### src/rtl/codec_modeseq_pkg.sv
package codec_modeseq_pkg;

  typedef enum logic [2:0] {
    IDX_CTRL = 3'd0,
    IDX_CLK  = 3'd1,
    IDX_FHI  = 3'd2,
    IDX_FLO  = 3'd3,
    IDX_STAT = 3'd4,
    IDX_OFFL = 3'd5,
    IDX_OFFR = 3'd6,
    IDX_NONE = 3'd7
  } reg_idx_e;

  typedef enum logic [1:0] {
    CAL_IDLE = 2'd0,
    CAL_ARM  = 2'd1,
    CAL_RUN  = 2'd2
  } cal_state_e;

  // control byte, low nibble
  typedef struct packed {
    logic freq_en;    // bit3
    logic init_skip;  // bit2
    logic acal_en;    // bit1
    logic mce;        // bit0
  } ctrl_t;

  localparam int CTRL_W   = 4;
  localparam int CLKSEL_W = 4;
  localparam int STAT_BUSY_BIT = 5;
  localparam logic [7:0] SENTINEL = 8'h80;

endpackage

### src/rtl/codec_regfile.sv
module codec_regfile
  import codec_modeseq_pkg::*;
#(
  parameter int DATA_W = 8
) (
  input  logic              clk,
  input  logic              rst_n,
  input  logic              wr_en,
  input  reg_idx_e          wr_idx,
  input  logic [DATA_W-1:0] wr_data,
  input  logic              compat_mode,
  input  logic              resync_busy,
  output ctrl_t             ctrl_q,
  output logic [CLKSEL_W-1:0] clk_sel_q,
  output logic [DATA_W-1:0] freq_hi_q,
  output logic [DATA_W-1:0] freq_lo_q,
  output logic              cal_req,
  output logic              resync_req
);

  logic  wr_ok;
  logic  freq_ok;
  ctrl_t ctrl_new;
  logic [CLKSEL_W-1:0] clk_new;

  assign wr_ok    = wr_en && !resync_busy;
  assign freq_ok  = wr_ok && !compat_mode && ctrl_q.freq_en;
  assign ctrl_new = ctrl_t'(wr_data[CTRL_W-1:0]);
  assign clk_new  = wr_data[CLKSEL_W-1:0];

  always_ff @(posedge clk or negedge rst_n) begin
    if (!rst_n) begin
      ctrl_q    <= '0;
      clk_sel_q <= '0;
      freq_hi_q <= '0;
      freq_lo_q <= '0;
    end else begin
      if (wr_ok && wr_idx == IDX_CTRL) ctrl_q    <= ctrl_new;
      if (wr_ok && wr_idx == IDX_CLK)  clk_sel_q <= clk_new;
      if (freq_ok && wr_idx == IDX_FHI) freq_hi_q <= wr_data;
      if (freq_ok && wr_idx == IDX_FLO) freq_lo_q <= wr_data;
    end
  end

  // leaving mode-change with auto-calibrate requested
  assign cal_req = wr_ok && (wr_idx == IDX_CTRL) && ctrl_q.mce &&
                   !ctrl_new.mce && ctrl_new.acal_en;

  // clock selection changed and no bypass
  assign resync_req = wr_ok && (wr_idx == IDX_CLK) &&
                      (clk_new != clk_sel_q) && !ctrl_q.init_skip;

endmodule

### src/rtl/codec_calseq.sv
module codec_calseq
  import codec_modeseq_pkg::*;
#(
  parameter int CAL_TICKS = 384,
  parameter int ARM_TICKS = 2,
  parameter int OFF_W     = 8
) (
  input  logic             clk,
  input  logic             rst_n,
  input  logic             tick,
  input  logic             cal_req,
  output logic             cal_active,
  output logic             cal_busy,
  output logic             off_load,
  output logic [OFF_W-1:0] off_left,
  output logic [OFF_W-1:0] off_right
);

  localparam int CNT_MAX = (CAL_TICKS > ARM_TICKS) ? CAL_TICKS : ARM_TICKS;
  localparam int CNT_W   = $clog2(CNT_MAX + 1);
  localparam logic [CNT_W-1:0] ARM_LAST = CNT_W'(ARM_TICKS - 1);
  localparam logic [CNT_W-1:0] RUN_LAST = CNT_W'(CAL_TICKS - 1);
  localparam int NCH = 2;

  cal_state_e       state_q;
  logic [CNT_W-1:0] cnt_q;
  logic [OFF_W-1:0] stub_q;
  logic [OFF_W-1:0] stub_next;
  logic             done;

  assign done      = (state_q == CAL_RUN) && tick && (cnt_q == RUN_LAST);
  assign stub_next = stub_q + OFF_W'(1);

  always_ff @(posedge clk or negedge rst_n) begin
    if (!rst_n) begin
      state_q  <= CAL_ARM;  // calibrate after reset
      cnt_q    <= '0;
      stub_q   <= '0;
      off_load <= 1'b0;
    end else begin
      off_load <= 1'b0;
      unique case (state_q)
        CAL_IDLE: begin
          if (cal_req) begin
            state_q <= CAL_ARM;
            cnt_q   <= '0;
          end
        end
        CAL_ARM: begin
          if (tick) begin
            if (cnt_q == ARM_LAST) begin
              state_q <= CAL_RUN;
              cnt_q   <= '0;
            end else begin
              cnt_q <= cnt_q + CNT_W'(1);
            end
          end
        end
        CAL_RUN: begin
          if (tick) begin
            if (done) begin
              state_q  <= CAL_IDLE;
              cnt_q    <= '0;
              off_load <= 1'b1;
              stub_q   <= stub_next;
            end else begin
              cnt_q <= cnt_q + CNT_W'(1);
            end
          end
        end
        default: begin
          state_q <= CAL_IDLE;
          cnt_q   <= '0;
        end
      endcase
    end
  end

  // per-channel offset store: left takes the stub, right its inverse
  logic [OFF_W-1:0] off_q [NCH];

  for (genvar ch = 0; ch < NCH; ch++) begin : g_chan
    always_ff @(posedge clk or negedge rst_n) begin
      if (!rst_n) begin
        off_q[ch] <= '0;
      end else if (done) begin
        off_q[ch] <= (ch == 0) ? stub_next : ~stub_next;
      end
    end
  end

  assign off_left   = off_q[0];
  assign off_right  = off_q[1];
  assign cal_active = (state_q != CAL_IDLE);
  assign cal_busy   = (state_q == CAL_RUN);

endmodule

### src/rtl/codec_resync.sv
module codec_resync #(
  parameter int RESYNC_TICKS = 10
) (
  input  logic clk,
  input  logic rst_n,
  input  logic tick,
  input  logic start,
  output logic busy
);

  localparam int CNT_W = $clog2(RESYNC_TICKS + 1);
  localparam logic [CNT_W-1:0] LAST = CNT_W'(RESYNC_TICKS - 1);

  logic [CNT_W-1:0] cnt_q;

  always_ff @(posedge clk or negedge rst_n) begin
    if (!rst_n) begin
      busy  <= 1'b0;
      cnt_q <= '0;
    end else if (!busy) begin
      if (start) begin
        busy  <= 1'b1;
        cnt_q <= '0;
      end
    end else if (tick) begin
      if (cnt_q == LAST) begin
        busy  <= 1'b0;
        cnt_q <= '0;
      end else begin
        cnt_q <= cnt_q + CNT_W'(1);
      end
    end
  end

endmodule

### src/rtl/codec_modeseq.sv
module codec_modeseq
  import codec_modeseq_pkg::*;
#(
  parameter int DATA_W       = 8,
  parameter int CAL_TICKS    = 384,
  parameter int ARM_TICKS    = 2,
  parameter int RESYNC_TICKS = 10,
  parameter int OFF_W        = 8
) (
  input  logic              clk,
  input  logic              rst_n,
  input  logic              sample_tick,
  input  logic              compat_mode,
  input  logic              wr_en,
  input  logic [2:0]        reg_idx,
  input  logic [DATA_W-1:0] wr_data,
  output logic [DATA_W-1:0] rd_data,
  input  logic              xfer_valid,
  output logic              xfer_ready,
  output logic              xfer_fire,
  input  logic              adc_smp_valid,
  output logic              adc_out_valid,
  input  logic              dac_smp_valid,
  output logic              dac_take,
  output logic              cal_busy,
  output logic              resync_busy,
  output logic              off_load,
  output logic [OFF_W-1:0]  off_left,
  output logic [OFF_W-1:0]  off_right
);

  ctrl_t                 ctrl_q;
  logic [CLKSEL_W-1:0]   clk_sel_q;
  logic [DATA_W-1:0]     freq_hi_q;
  logic [DATA_W-1:0]     freq_lo_q;
  logic                  cal_req;
  logic                  resync_req;
  logic                  cal_active;
  reg_idx_e              idx;

  assign idx = reg_idx_e'(reg_idx);

  codec_regfile #(.DATA_W(DATA_W)) u_regs (
    .clk        (clk),
    .rst_n      (rst_n),
    .wr_en      (wr_en),
    .wr_idx     (idx),
    .wr_data    (wr_data),
    .compat_mode(compat_mode),
    .resync_busy(resync_busy),
    .ctrl_q     (ctrl_q),
    .clk_sel_q  (clk_sel_q),
    .freq_hi_q  (freq_hi_q),
    .freq_lo_q  (freq_lo_q),
    .cal_req    (cal_req),
    .resync_req (resync_req)
  );

  codec_calseq #(
    .CAL_TICKS(CAL_TICKS),
    .ARM_TICKS(ARM_TICKS),
    .OFF_W    (OFF_W)
  ) u_cal (
    .clk       (clk),
    .rst_n     (rst_n),
    .tick      (sample_tick),
    .cal_req   (cal_req),
    .cal_active(cal_active),
    .cal_busy  (cal_busy),
    .off_load  (off_load),
    .off_left  (off_left),
    .off_right (off_right)
  );

  codec_resync #(.RESYNC_TICKS(RESYNC_TICKS)) u_resync (
    .clk  (clk),
    .rst_n(rst_n),
    .tick (sample_tick),
    .start(resync_req),
    .busy (resync_busy)
  );

  // data-path gating
  assign xfer_ready    = !cal_active;
  assign xfer_fire     = xfer_valid && xfer_ready;
  assign adc_out_valid = adc_smp_valid && !cal_active;
  assign dac_take      = dac_smp_valid && !cal_active;

  // register readback
  always_comb begin
    rd_data = '0;
    if (resync_busy) begin
      rd_data = DATA_W'(SENTINEL);
    end else begin
      unique case (idx)
        IDX_CTRL: rd_data = DATA_W'(ctrl_q);
        IDX_CLK:  rd_data = DATA_W'(clk_sel_q);
        IDX_FHI:  rd_data = freq_hi_q;
        IDX_FLO:  rd_data = freq_lo_q;
        IDX_STAT: rd_data = DATA_W'(cal_busy) << STAT_BUSY_BIT;
        IDX_OFFL: rd_data = DATA_W'(off_left);
        IDX_OFFR: rd_data = DATA_W'(off_right);
        default:  rd_data = '0;
      endcase
    end
  end

endmodule

### config.mk
export PLATFORM = sky130hd
export DESIGN_NAME = codec_modeseq
export DESIGN_NICKNAME = d
export VERILOG_FILES = /design/src/rtl/codec_modeseq_pkg.sv /design/src/rtl/codec_regfile.sv /design/src/rtl/codec_calseq.sv /design/src/rtl/codec_resync.sv /design/src/rtl/codec_modeseq.sv
export SDC_FILE = /design/constraint.sdc
export NUM_CORES = 1
export LEC_CHECK = 0
export CORE_AREA = 2 2 115 84
export CTS_BUF_LIST = sky130_fd_sc_hd__clkbuf_4
export DETAILED_ROUTE_END_ITERATION = 12
export DIE_AREA = 0 0 117 86
export DONT_BUFFER_PORTS = 1
export SLEW_MARGIN = 20
export SYNTH_ARGS = -nofsm -noshare
export SYNTH_HDL_FRONTEND = slang
export SYNTH_SLANG_ARGS = --single-unit
### constraint.sdc
create_clock -name clk -period 2.3 [get_ports clk]
set_input_delay 0.115 -clock clk [delete_from_list [all_inputs] [get_ports clk]]
set_output_delay 0.115 -clock clk [all_outputs]
set_load 0.01 [all_outputs]
==> metrics.txt, run 1 <==
outcome completed; IO Count 50; WL per Instance between 15 and 20 µm; Tot GR Track Use approximately 16%; pwr/cell area between 800 and 900 mW/mm²; Register-to-Register Setup Slack 0.22 ns; number of global-route vias before repair 2,329; skew final 0.0108 ns; largest net degree at the start of global routing 58; crit path max fanout 6; Leakage Power 1.58 nW; DP Area 0.00320 mm²; Die Wd roughly 120 µm; CTS root buffer clkbuf_4; Die Area 0.0101 mm²; setup total negative slack 0 ns; crit path launch u_cal.state_q[0]; TritonCTS clock tree built; syn nets 312; actual slew at the worst max-slew pin 0.537 ns; Arrival @ worst endpoint between 2 and 2.5 ns; Routability Congestion 0.793; final slew viol count 0; global-route wire length before repair 12.0 mm; Final Instance Area 0.00349 mm²; fraction of layout cells with a size suffix above 1 21.4%; CP Launch Type flip-flop; dpl hpwl 5.03 mm; reg2reg start u_cal.state_q[0]; max frequency about 480 MHz; Mapped Area 0.00304 mm²; Tcrit/Tclk final 90.4%; post-DR vias/cell 5.07; Synth area leader dfrtp_1; crit-path cells inv_1 > ha_1 > nor2_1 > nor2_1 > or2_4 > or3_4 > mux2_4; Max rail drop VDD 0.318 mV; number of flops mapped to enable cells by yosys 0; RSZ-0062 raised after global routing false; CTS HTree Levels 3; final worst path period need 2.08 ns; Num CTS Buffers 9; Async S/R FF share, synth between 90% and 100%; initial antenna violation count 1; Slowest-stage cell, CP dfstp_2; R2R Path End u_cal.state_q[1]; Yosys reg bits 57; Starting DRT DRC Count between 80 and 90; dpl cells 405; Final nets 330; post_cts resized 0; worst hold slack 0.0751 ns; clk buf depth 2; DR vias 2,194; Initial Utilization 34.2%; CP dominant cell by count nor2_1; cells taking the most area after synthesis dfrtp_1 46%, mux2_2 10%, nand2_1 3.7%, o21ai_0 3.6%, ha_1 3.3%; Largest stage delay, worst path about 0.54 ns; worst-case reg-to-reg path depth 7; worst rel slew slack about 64%; type of the worst min-delay path primary input to flip-flop; Worst-Skew Late Latency roughly 0.40 ns; Port Buf Inserts 0; cells after synthesis 285; final hold vios 0; Setup CP Type flip-flop to flip-flop; Layout Cells excl Fill roughly 430; Critical Path Sink u_cal.state_q[1]; total chip power 2.82 mW; Sink Count 57; top cell type's share of synthesized area 46.1%; CP endpoint kind flip-flop; synth unique cells 45; WL final just over 7 mm; post-route ant nets 0; Remaining DRCs 0; Crit path required time between 2 and 3 ns; clk slew on worst S/H paths around 0.1 ns; total of max-cap violations 0; sequential element share of the synthesized area 46.9%; die height 86 µm; count leader, synth dfrtp_1; dominant synthesized flop cell dfrtp_1; Syn. warnings 0; top cells by count, synth 56 x dfrtp_1, 30 x nand2_1, 28 x mux2_2, 25 x nor2_1, 22 x o21ai_0; synthesized area per cell between 10 and 15 µm²; drt first pass iters 4; core box area 0.00889 mm²; final-report setup violation count 0; Area Growth Syn to Fin 14.7%; Core Rows 29; Overflow after GRT 0
[layout make-up]
type / count / area (µm²)
flip-flops and latches: 57 / 1430
well taps: 124 / 155
fillers: 900 / 5400
clock inverters: 5 / 80.1
multi-input cells: 208 / 1530
inverters: 9 / 33.8
repair buffers: 18 / 180
diodes: 1 / 2.50
clock buffers: 11 / 82.6
[timing repair]
item / CTS / global route
buffers inserted: 0 / 0
hold buffers: 11 / 0
endpoints found under the hold margin: 86 / 0
[sequential cells by signal, summed over array words and instances (netlist names)]
register	count
u_regs.ctrl_q	4
u_cal.off_left	8
u_cal.off_load	1
u_cal.state_q	2
u_resync.busy	1
u_regs.clk_sel_q	4
u_cal.cnt_q	9
u_regs.freq_hi_q	8
u_cal.off_right	8
u_regs.freq_lo_q	8
u_resync.cnt_q	4
[stage by stage]
stage / setup WS, ns / util, %
6_report: 0.221 / 39.3
4_1_cts: 0.222 / 39.2
5_1_grt: 0.00355 / 39.2
3_5_place_dp: 0.225 / 36.0
3_3_place_gp: 0.269 / 36.0
2_1_floorplan: 0.204 / -
[where the power goes]
part           switching (mW)  total (mW)  internal, mW
registers               0.182        1.39          1.21
logic                   0.278       0.589         0.311
clock network           0.379       0.842         0.464
[logic make-up (layout without fill, tap and decap cells)]
group / count (synthesis) / in the layout / synth area share (%)
adder cells (fa/ha/maj): 8 / 8 / 3.29
flip-flops: 57 / 57 / 46.9
buffers and inverters: 20 / 43 / 2.84
other: 0 / 1 / 0
AO/OA/AOI/OAI: 51 / 51 / 11.3
AND/OR/NAND/NOR: 96 / 96 / 16.0
multiplexers: 36 / 36 / 14.8
XOR/XNOR: 17 / 17 / 4.89
[per-layer routing]
layer	track usage (%)	up-vias	share of wire [%]
met5	0	-	0
met4	4.60	0	0.77
met3	7.21	4	7.6
met2	23.5	56	44
met1	21.0	1069	47
li1	-	1065	-
[critical path: cells and delay by family (launching register included)]
family | cells | cell delay, ns
fa+ha+maj | 1 | 0.21
simple gates | 4 | 0.87
flops | 1 | 0.54
mux | 1 | 0.30
buf+inv | 1 | 0.07
[how the worst min path moves through the flow]
stage,startpoint,to,slack [ns],depth (start not counted)
floorplan,rst_n,u_cal.cnt_q[0],-0.18,0
global placement,rst_n,u_cal.cnt_q[4],-0.18,0
detailed placement,rst_n,u_cal.cnt_q[4],-0.18,0
CTS,sample_tick,u_resync.cnt_q[0],0.03,4
global route,sample_tick,u_resync.cnt_q[1],0.07,4
finish,sample_tick,u_resync.cnt_q[0],0.08,4
[layout by cell type, fill, tap and decap left out, types with 8 or more instances in the layout]
cell type,Yosys,final
clkbuf_4,0,11
dfrtp_1,56,56
dlygate4sd3_1,0,10
ha_1,8,8
inv_1,9,9
mux2_2,28,28
nand2_1,30,30
nand3_1,9,9
nor2_1,25,25
o21ai_0,22,22
xor2_1,10,10
(Power assumes the default switching activity.)
==> run 2, diff against run 1 <==
ABC_AREA = 1   (was default)
CORE_AREA = 2 2 118 85   (was 2 2 115 84)
DIE_AREA = 0 0 120 87   (was 0 0 117 86)
==> run 2 against run 1 <==
  * Setup slack better by 0.068 ns
  * Clock power down 32%
  * Die area up 3.8%
  * Fmax up 3.4%
  * Final cell count up 29%
  * Final area up 2.0%
  * Via count up 26%
==> metrics.txt, run 2 <==
outcome completed (unchanged); DP Area 0.00331 mm² (was 0.00320 mm²); Biggest register u_cal.cnt_q (unchanged); Routability Congestion 0.862 (was 0.793); crit-path cells inv_1 > ha_1 > nand3_1 > o21ai_0 > a211oi_1 > nor2_1 (was inv_1 > ha_1 > nor2_1 > nor2_1 > or2_4 > or3_4 > mux2_4); Setup CP Type flip-flop to output pin (was flip-flop to flip-flop); cells taking the most area after synthesis dfrtp_1 44%, nand2_1 12%, inv_1 7.1%, o21ai_1 5.0%, nand3_1 4.4% (was dfrtp_1 46%, mux2_2 10%, nand2_1 3.7%, o21ai_0 3.6%, ha_1 3.3%); final worst path period need 2.01 ns (was 2.08 ns); DR vias 2,761 (was 2,194); hold path cells 5 (was 4); dpl hpwl 5.76 mm (was 5.03 mm); GRT met2 Usage 22.5% (was 23.5%); Tcrit/Tclk final 87.4% (was 90.4%); Starting DRT DRC Count 275 (was 89); initial antenna violation count 0 (was 1); clk buf depth 2 (unchanged); final slew viol count 0 (unchanged); peak-usage layer in the global routing report met1 (was met2); Place WS 0.326 ns (was 0.225 ns); max reg flops 9 (unchanged); IO Count 50 (unchanged); post_cts resized 0 (unchanged); Final Instance Area 0.00356 mm² (was 0.00349 mm²); cells after synthesis 407 (was 285); Worst-Skew Late Latency 0.39 ns (was 0.40 ns); sequential element share of the synthesized area 44.8% (was 46.9%); Tot GR Track Use 16.1% (was 15.9%); Core Rows 30 (was 29); Syn. warnings 0 (unchanged); Layout Cells excl Fill 558 (was 433); Port Buf Inserts 0 (unchanged); total of max-cap violations 0 (unchanged); Die Area 0.0104 mm² (was 0.0101 mm²); WL per Instance 14.3 µm (was 16.5 µm); Util after Layout 37.8% (was 39.3%); CP endpoint kind output pin (was flip-flop); Async S/R FF share, synth 100% (unchanged); Synth area leader dfrtp_1 (unchanged); Area Growth Syn to Fin 11.8% (was 14.7%); Remaining DRCs 0 (unchanged); top cells by count, synth 99 x nand2_1, 60 x inv_1, 56 x dfrtp_1, 32 x o21ai_1, 28 x nand3_1 (was 56 x dfrtp_1, 30 x nand2_1, 28 x mux2_2, 25 x nor2_1, 22 x o21ai_0); type of the worst min-delay path primary input to flip-flop (unchanged); worst hold slack 0.0417 ns (was 0.0751 ns); CTS root buffer clkbuf_4 (unchanged); TritonCTS clock tree built (unchanged); Slowest-stage cell, CP dfstp_2 (unchanged); Die Wd 120 µm (was 117 µm); worst rel slew slack 60.4% (was 64.0%); Arrival @ worst endpoint 1.90 ns (was 2.37 ns); WL final 7.99 mm (was 7.15 mm); skew final 0.0134 ns (was 0.0108 ns); most frequent cells in the layout 99 x nand2_1, 60 x inv_1, 56 x dfrtp_1 (was 56 x dfrtp_1, 30 x nand2_1, 28 x mux2_2); Final nets 453 (was 330); fraction of layout cells with a size suffix above 1 9.53% (was 21.4%); syn nets 434 (was 312); max frequency 497 MHz (was 481 MHz); Largest stage delay, worst path 0.56 ns (was 0.54 ns); global-route wire length before repair 13.0 mm (was 12.0 mm); post-DR vias/cell 4.95 (was 5.07); GR Layer Usage met1 22.7% (was 21.0%); worst-case reg-to-reg path depth 8 (was 7); actual slew at the worst max-slew pin 0.589 ns (was 0.537 ns); Overflow after GRT 0 (unchanged); Yosys reg bits 57 (unchanged); worst setup margin 0.289 ns (was 0.221 ns); core box area 0.00942 mm² (was 0.00889 mm²); clk slew on worst S/H paths 0.09 ns (was 0.10 ns); final hold vios 0 (unchanged); final-report setup violation count 0 (unchanged); setup total negative slack 0 ns (unchanged); Setup Fix Bufs, Post-CTS 0 (unchanged); RSZ-0062 raised after global routing false (unchanged); post-route ant nets 0 (unchanged); Max rail drop VDD 0.295 mV (was 0.318 mV); Mapped Area 0.00319 mm² (was 0.00304 mm²); Num CTS Buffers 9 (unchanged); dpl cells 530 (was 405); Leakage Power 1.77 nW (was 1.58 nW); synthesized area per cell 7.83 µm² (was 10.7 µm²); top cell type's share of synthesized area 44.0% (was 46.1%); Sink Count 57 (unchanged); largest net degree at the start of global routing 58 (unchanged); CTS HTree Levels 3 (unchanged); synth unique cells 38 (was 45); Crit path required time 2.18 ns (was 2.59 ns); # fillers 949 (was 900); met3 Resource Use GR 6.48% (was 7.21%); die height 87 µm (was 86 µm); commonest non-fill, non-tap cell in the layout nand2_1 (was dfrtp_1); Initial Utilization 33.8% (was 34.2%); number of flops mapped to enable cells by yosys 0 (unchanged); count leader, synth nand2_1 (was dfrtp_1); CP Launch Type flip-flop (unchanged); dominant synthesized flop cell dfrtp_1 (unchanged); number of global-route vias before repair 2,518 (was 2,329); Antenna diodes 0 (was 1); total chip power 2.93 mW (was 2.82 mW); pwr/cell area 822 mW/mm² (was 808 mW/mm²); drt first pass iters 8 (was 4); crit path max fanout 6 (unchanged)
## run 2: cell types whose count changed in the layout (fill, tap and decap cells not counted), moves of 7 or more
cell / delta
o21ai_1: +32
nand3_1: +19
a21oi_1: +20
nand2_1: +69
inv_1: +51
a22o_1: -7
inv_2: +9
nor2_1: -7
mux2_2: -28
## run 2: final cells by class
class / count / area (µm²) / area share [%]
timing repair buffer: 14 / 155 / 4.36
multi-input combinational: 275 / 1460 / 41.0
inverter: 69 / 259 / 7.27
clock inverter: 5 / 23.8 / 0.668
tap: 128 / 160 / 4.50
clock buffer: 10 / 75.1 / 2.11
sequential: 57 / 1430 / 40.1
## run 2: power breakdown
group	leakage, nW	total (mW)	internal [mW]	switching, mW
clock	0.0548	0.575	0.216	0.359
combinational	0.990	0.979	0.330	0.648
sequential	0.724	1.37	1.21	0.161
total	1.77	2.93	1.76	1.17
## run 2: routing by layer
metal  share of wire, %  up-vias
met2                 42      103
met4                1.2        0
li1                   -     1358
met5                  0        -
met3                9.0       12
met1                 48     1288
## run 2: kinds of logic (layout without fill, tap and decap cells)
group,count (synthesis),after routing,share of synthesized area (%)
AOI/OAI and AO/OA,86,86,14.8
xor gates and xnor gates,10,10,2.75
adders and majority gates,8,8,3.14
buffers and inverters,75,98,9.35
DFF,57,57,44.8
and+or+nand+nor,171,171,25.2
## run 2: final timing paths
check                                 start                  end  slack, ns
max                        u_cal.state_q[0]           rd_data[5]       0.29
min                              reg_idx[1]     u_regs.ctrl_q[0]       0.04
max reg2reg                u_cal.state_q[0]     u_cal.state_q[1]       0.29
min reg2reg                u_cal.state_q[0]     u_cal.state_q[0]       0.49
max in group asynchronous             rst_n     u_cal.state_q[0]       1.74
min in group asynchronous             rst_n  u_regs.freq_hi_q[2]       0.26
## run 2: critical path, delay by kind of cell (launching register included)
family / cells / cell delay (ns)
flip-flops: 1 / 0.56
adder cells (fa/ha/maj): 1 / 0.32
AO/OA/AOI/OAI: 2 / 0.31
AND/OR/NAND/NOR: 2 / 0.26
buffers and inverters: 1 / 0.06
## run 2: timing repair
item,4_1_cts,5_1_grt
hold buffers,13,0
setup endpoints to repair,0,0
hold endpoints to repair,83,0
==> run 3, diff against run 2 <==
CORE_AREA = 2 2 99 72   (was 2 2 118 85)
DIE_AREA = 0 0 101 74   (was 0 0 120 87)
==> run 3 against run 2 <==
  * Largest power group unchanged
  * Largest cell class unchanged
  * Routed wire length shrank 3.0%
  * Sequential share of layout area grew 0.099 points
  * Global-route usage grew 6.5 points
  * Power grew 4.9%
  * Via count shrank 0.36%
  * Combinational power is essentially flat
  * Clock power grew 23%
==> metrics.txt, run 3 (synthesis gave the netlist of run 2 again) <==
Place WS 0.310 ns (was 0.326 ns); skew final 0.0214 ns (was 0.0134 ns); met3 WL 543 µm (was 717 µm); Routability Congestion 0.820 (was 0.862); multi-input logic area 0.00146 mm² (unchanged); core box area 0.00657 mm² (was 0.00942 mm²); Overflow after GRT 0 (unchanged); clk buf depth 2 (unchanged); Top delay family on crit path flip-flops (unchanged); IO Count 50 (unchanged); WL final 7.75 mm (was 7.99 mm); RSZ-0062 raised after global routing false (unchanged); Tot GR Track Use 22.6% (was 16.1%); Starting DRT DRC Count 184 (was 275); Biggest register u_cal.cnt_q (unchanged); outcome completed (unchanged); Util after Layout 54.1% (was 37.8%); Max rail drop VDD 0.466 mV (was 0.295 mV); Initial Utilization 48.5% (was 33.8%); die height 74 µm (was 87 µm); type of the worst min-delay path primary input to flip-flop (unchanged); Setup Fix Bufs, Post-CTS 0 (unchanged); Arrival @ worst endpoint 1.92 ns (was 1.90 ns); max frequency 491 MHz (was 497 MHz); Slowest-stage cell, CP dfstp_2 (unchanged); fraction of layout cells with a size suffix above 1 9.70% (was 9.53%); final-report setup violation count 0 (unchanged); pwr/cell area 864 mW/mm² (was 822 mW/mm²); WL per Instance 15.1 µm (was 14.3 µm); most frequent cells in the layout 99 x nand2_1, 60 x inv_1, 56 x dfrtp_1 (unchanged); post-DR vias/cell 5.35 (was 4.95); final worst path period need 2.04 ns (was 2.01 ns); Sink Count 57 (unchanged); DRT met1 WL 3.79 mm (was 3.82 mm); Port Buf Inserts 0 (unchanged); Die Area 0.00747 mm² (was 0.0104 mm²); global-route wire length before repair 12.9 mm (was 13.0 mm); Final nets 455 (was 453); CP endpoint kind output pin (unchanged); Seq. cell area 0.00143 mm² (unchanged); Die Wd 101 µm (was 120 µm); worst hold slack 0.0346 ns (was 0.0417 ns); Worst-Skew Late Latency 0.42 ns (was 0.39 ns); CTS HTree Levels 3 (unchanged); crit-path cells inv_1 > ha_1 > nand3_1 > o21ai_0 > a211oi_1 > nor2_1 (unchanged); Tcrit/Tclk final 88.6% (was 87.4%); worst setup margin 0.263 ns (was 0.289 ns); Remaining DRCs 0 (unchanged); Setup CP Type flip-flop to output pin (unchanged); total of max-cap violations 0 (unchanged); CP Launch Type flip-flop (unchanged); largest net degree at the start of global routing 58 (unchanged); TritonCTS clock tree built (unchanged); final slew viol count 0 (unchanged); routed wl met2 3.33 mm (was 3.36 mm); max reg flops 9 (unchanged); number of global-route vias before repair 2,582 (was 2,518); # fillers 620 (was 949); final hold vios 0 (unchanged); Largest stage delay, worst path 0.56 ns (about the same); setup total negative slack 0 ns (unchanged); CTS root buffer clkbuf_4 (unchanged); Num CTS Buffers 9 (unchanged); crit path max fanout 6 (unchanged); post-route ant nets 0 (unchanged); drt first pass iters 5 (was 8); dpl hpwl 5.44 mm (was 5.76 mm); worst rel slew slack 63.9% (was 60.4%); Core Rows 25 (was 30); DR vias 2,751 (was 2,761); Antenna diodes 0 (unchanged); Leakage Power 1.79 nW (was 1.77 nW); Area Growth Syn to Fin 11.5% (was 11.8%); clk slew on worst S/H paths 0.11 ns (was 0.09 ns); commonest non-fill, non-tap cell in the layout nand2_1 (unchanged); Highest Signal Layer met4 (unchanged); actual slew at the worst max-slew pin 0.541 ns (was 0.589 ns); CP Buf/Inv Count 1 (unchanged); initial antenna violation count 0 (unchanged); Crit path required time 2.18 ns (about the same)
==> run 3: cell types whose count changed in the layout (fill, tap and decap cells not counted), sizes merged <==
cell,delta
clkinvlp,-1
bufinv,+1
clkbuf,+1
dlygate4sd3,+2
==> run 3: routing by layer <==
metal | vias up | GRT usage [%]
met1 | 1311 | 31.8
met2 | 74 | 33.4
li1 | 1357 | -
met4 | 0 | 6.31
met3 | 9 | 7.89
met5 | - | 0
==> run 3: tightest hold or removal path: stages <==
cell and delay, ns:
nor2_2 0.03, nand2_2 0.08, nor2_4 0.05, o21ai_0 0.13
==> run 3: final cells by class <==
| class | instances | area share (%) |
|---|---|---|
| inverter | 69 | 7.29 |
| timing repair buffer | 16 | 4.93 |
| clock inverter | 5 | 1.30 |
| clock buffer | 11 | 2.32 |
| tap | 81 | 2.85 |
| multi-input combinational | 275 | 41.1 |
| sequential | 57 | 40.2 |
==> run 3: stage by stage <==
| stage | instance area, µm² | power (mW) | std cells |
|---|---|---|---|
| 4_1_cts | 3550 | 3.07 | 514 |
| 6_report | 3550 | 3.07 | 514 |
| 3_3_place_gp | 3260 | 2.27 | 483 |
| 5_1_grt | 3550 | 3.29 | 514 |
| 2_1_floorplan | 3190 | 2.11 | 407 |
| 3_5_place_dp | 3260 | 2.31 | 483 |
==> run 3: repair_timing <==
| item | in CTS | in global routing |
|---|---|---|
| endpoints found under the hold margin | 84 | 0 |
| hold buffers | 15 | 0 |
| resized for setup | 0 | 0 |
==> run 3: worst paths after layout <==
kind | endpoint | start | depth (start not counted) | slack [ns]
worst max-delay path | rd_data[5] | u_cal.state_q[0] | 6 | 0.26
worst min-delay path | u_regs.ctrl_q[0] | reg_idx[1] | 4 | 0.03
worst max register to register | u_cal.cnt_q[1] | u_cal.state_q[0] | 11 | 0.30
worst min register to register | u_cal.state_q[0] | u_cal.state_q[0] | 2 | 0.50
max in group asynchronous | u_cal.state_q[0] | rst_n | 2 | 1.81
min in group asynchronous | u_cal.state_q[1] | rst_n | 2 | 0.22
==> run 3: power breakdown <==
group | switching, mW | internal [mW] | leakage (nW)
sequential | 0.167 | 1.21 | 0.724
combinational | 0.640 | 0.342 | 0.995
clock | 0.364 | 0.344 | 0.0734
total | 1.17 | 1.90 | 1.79
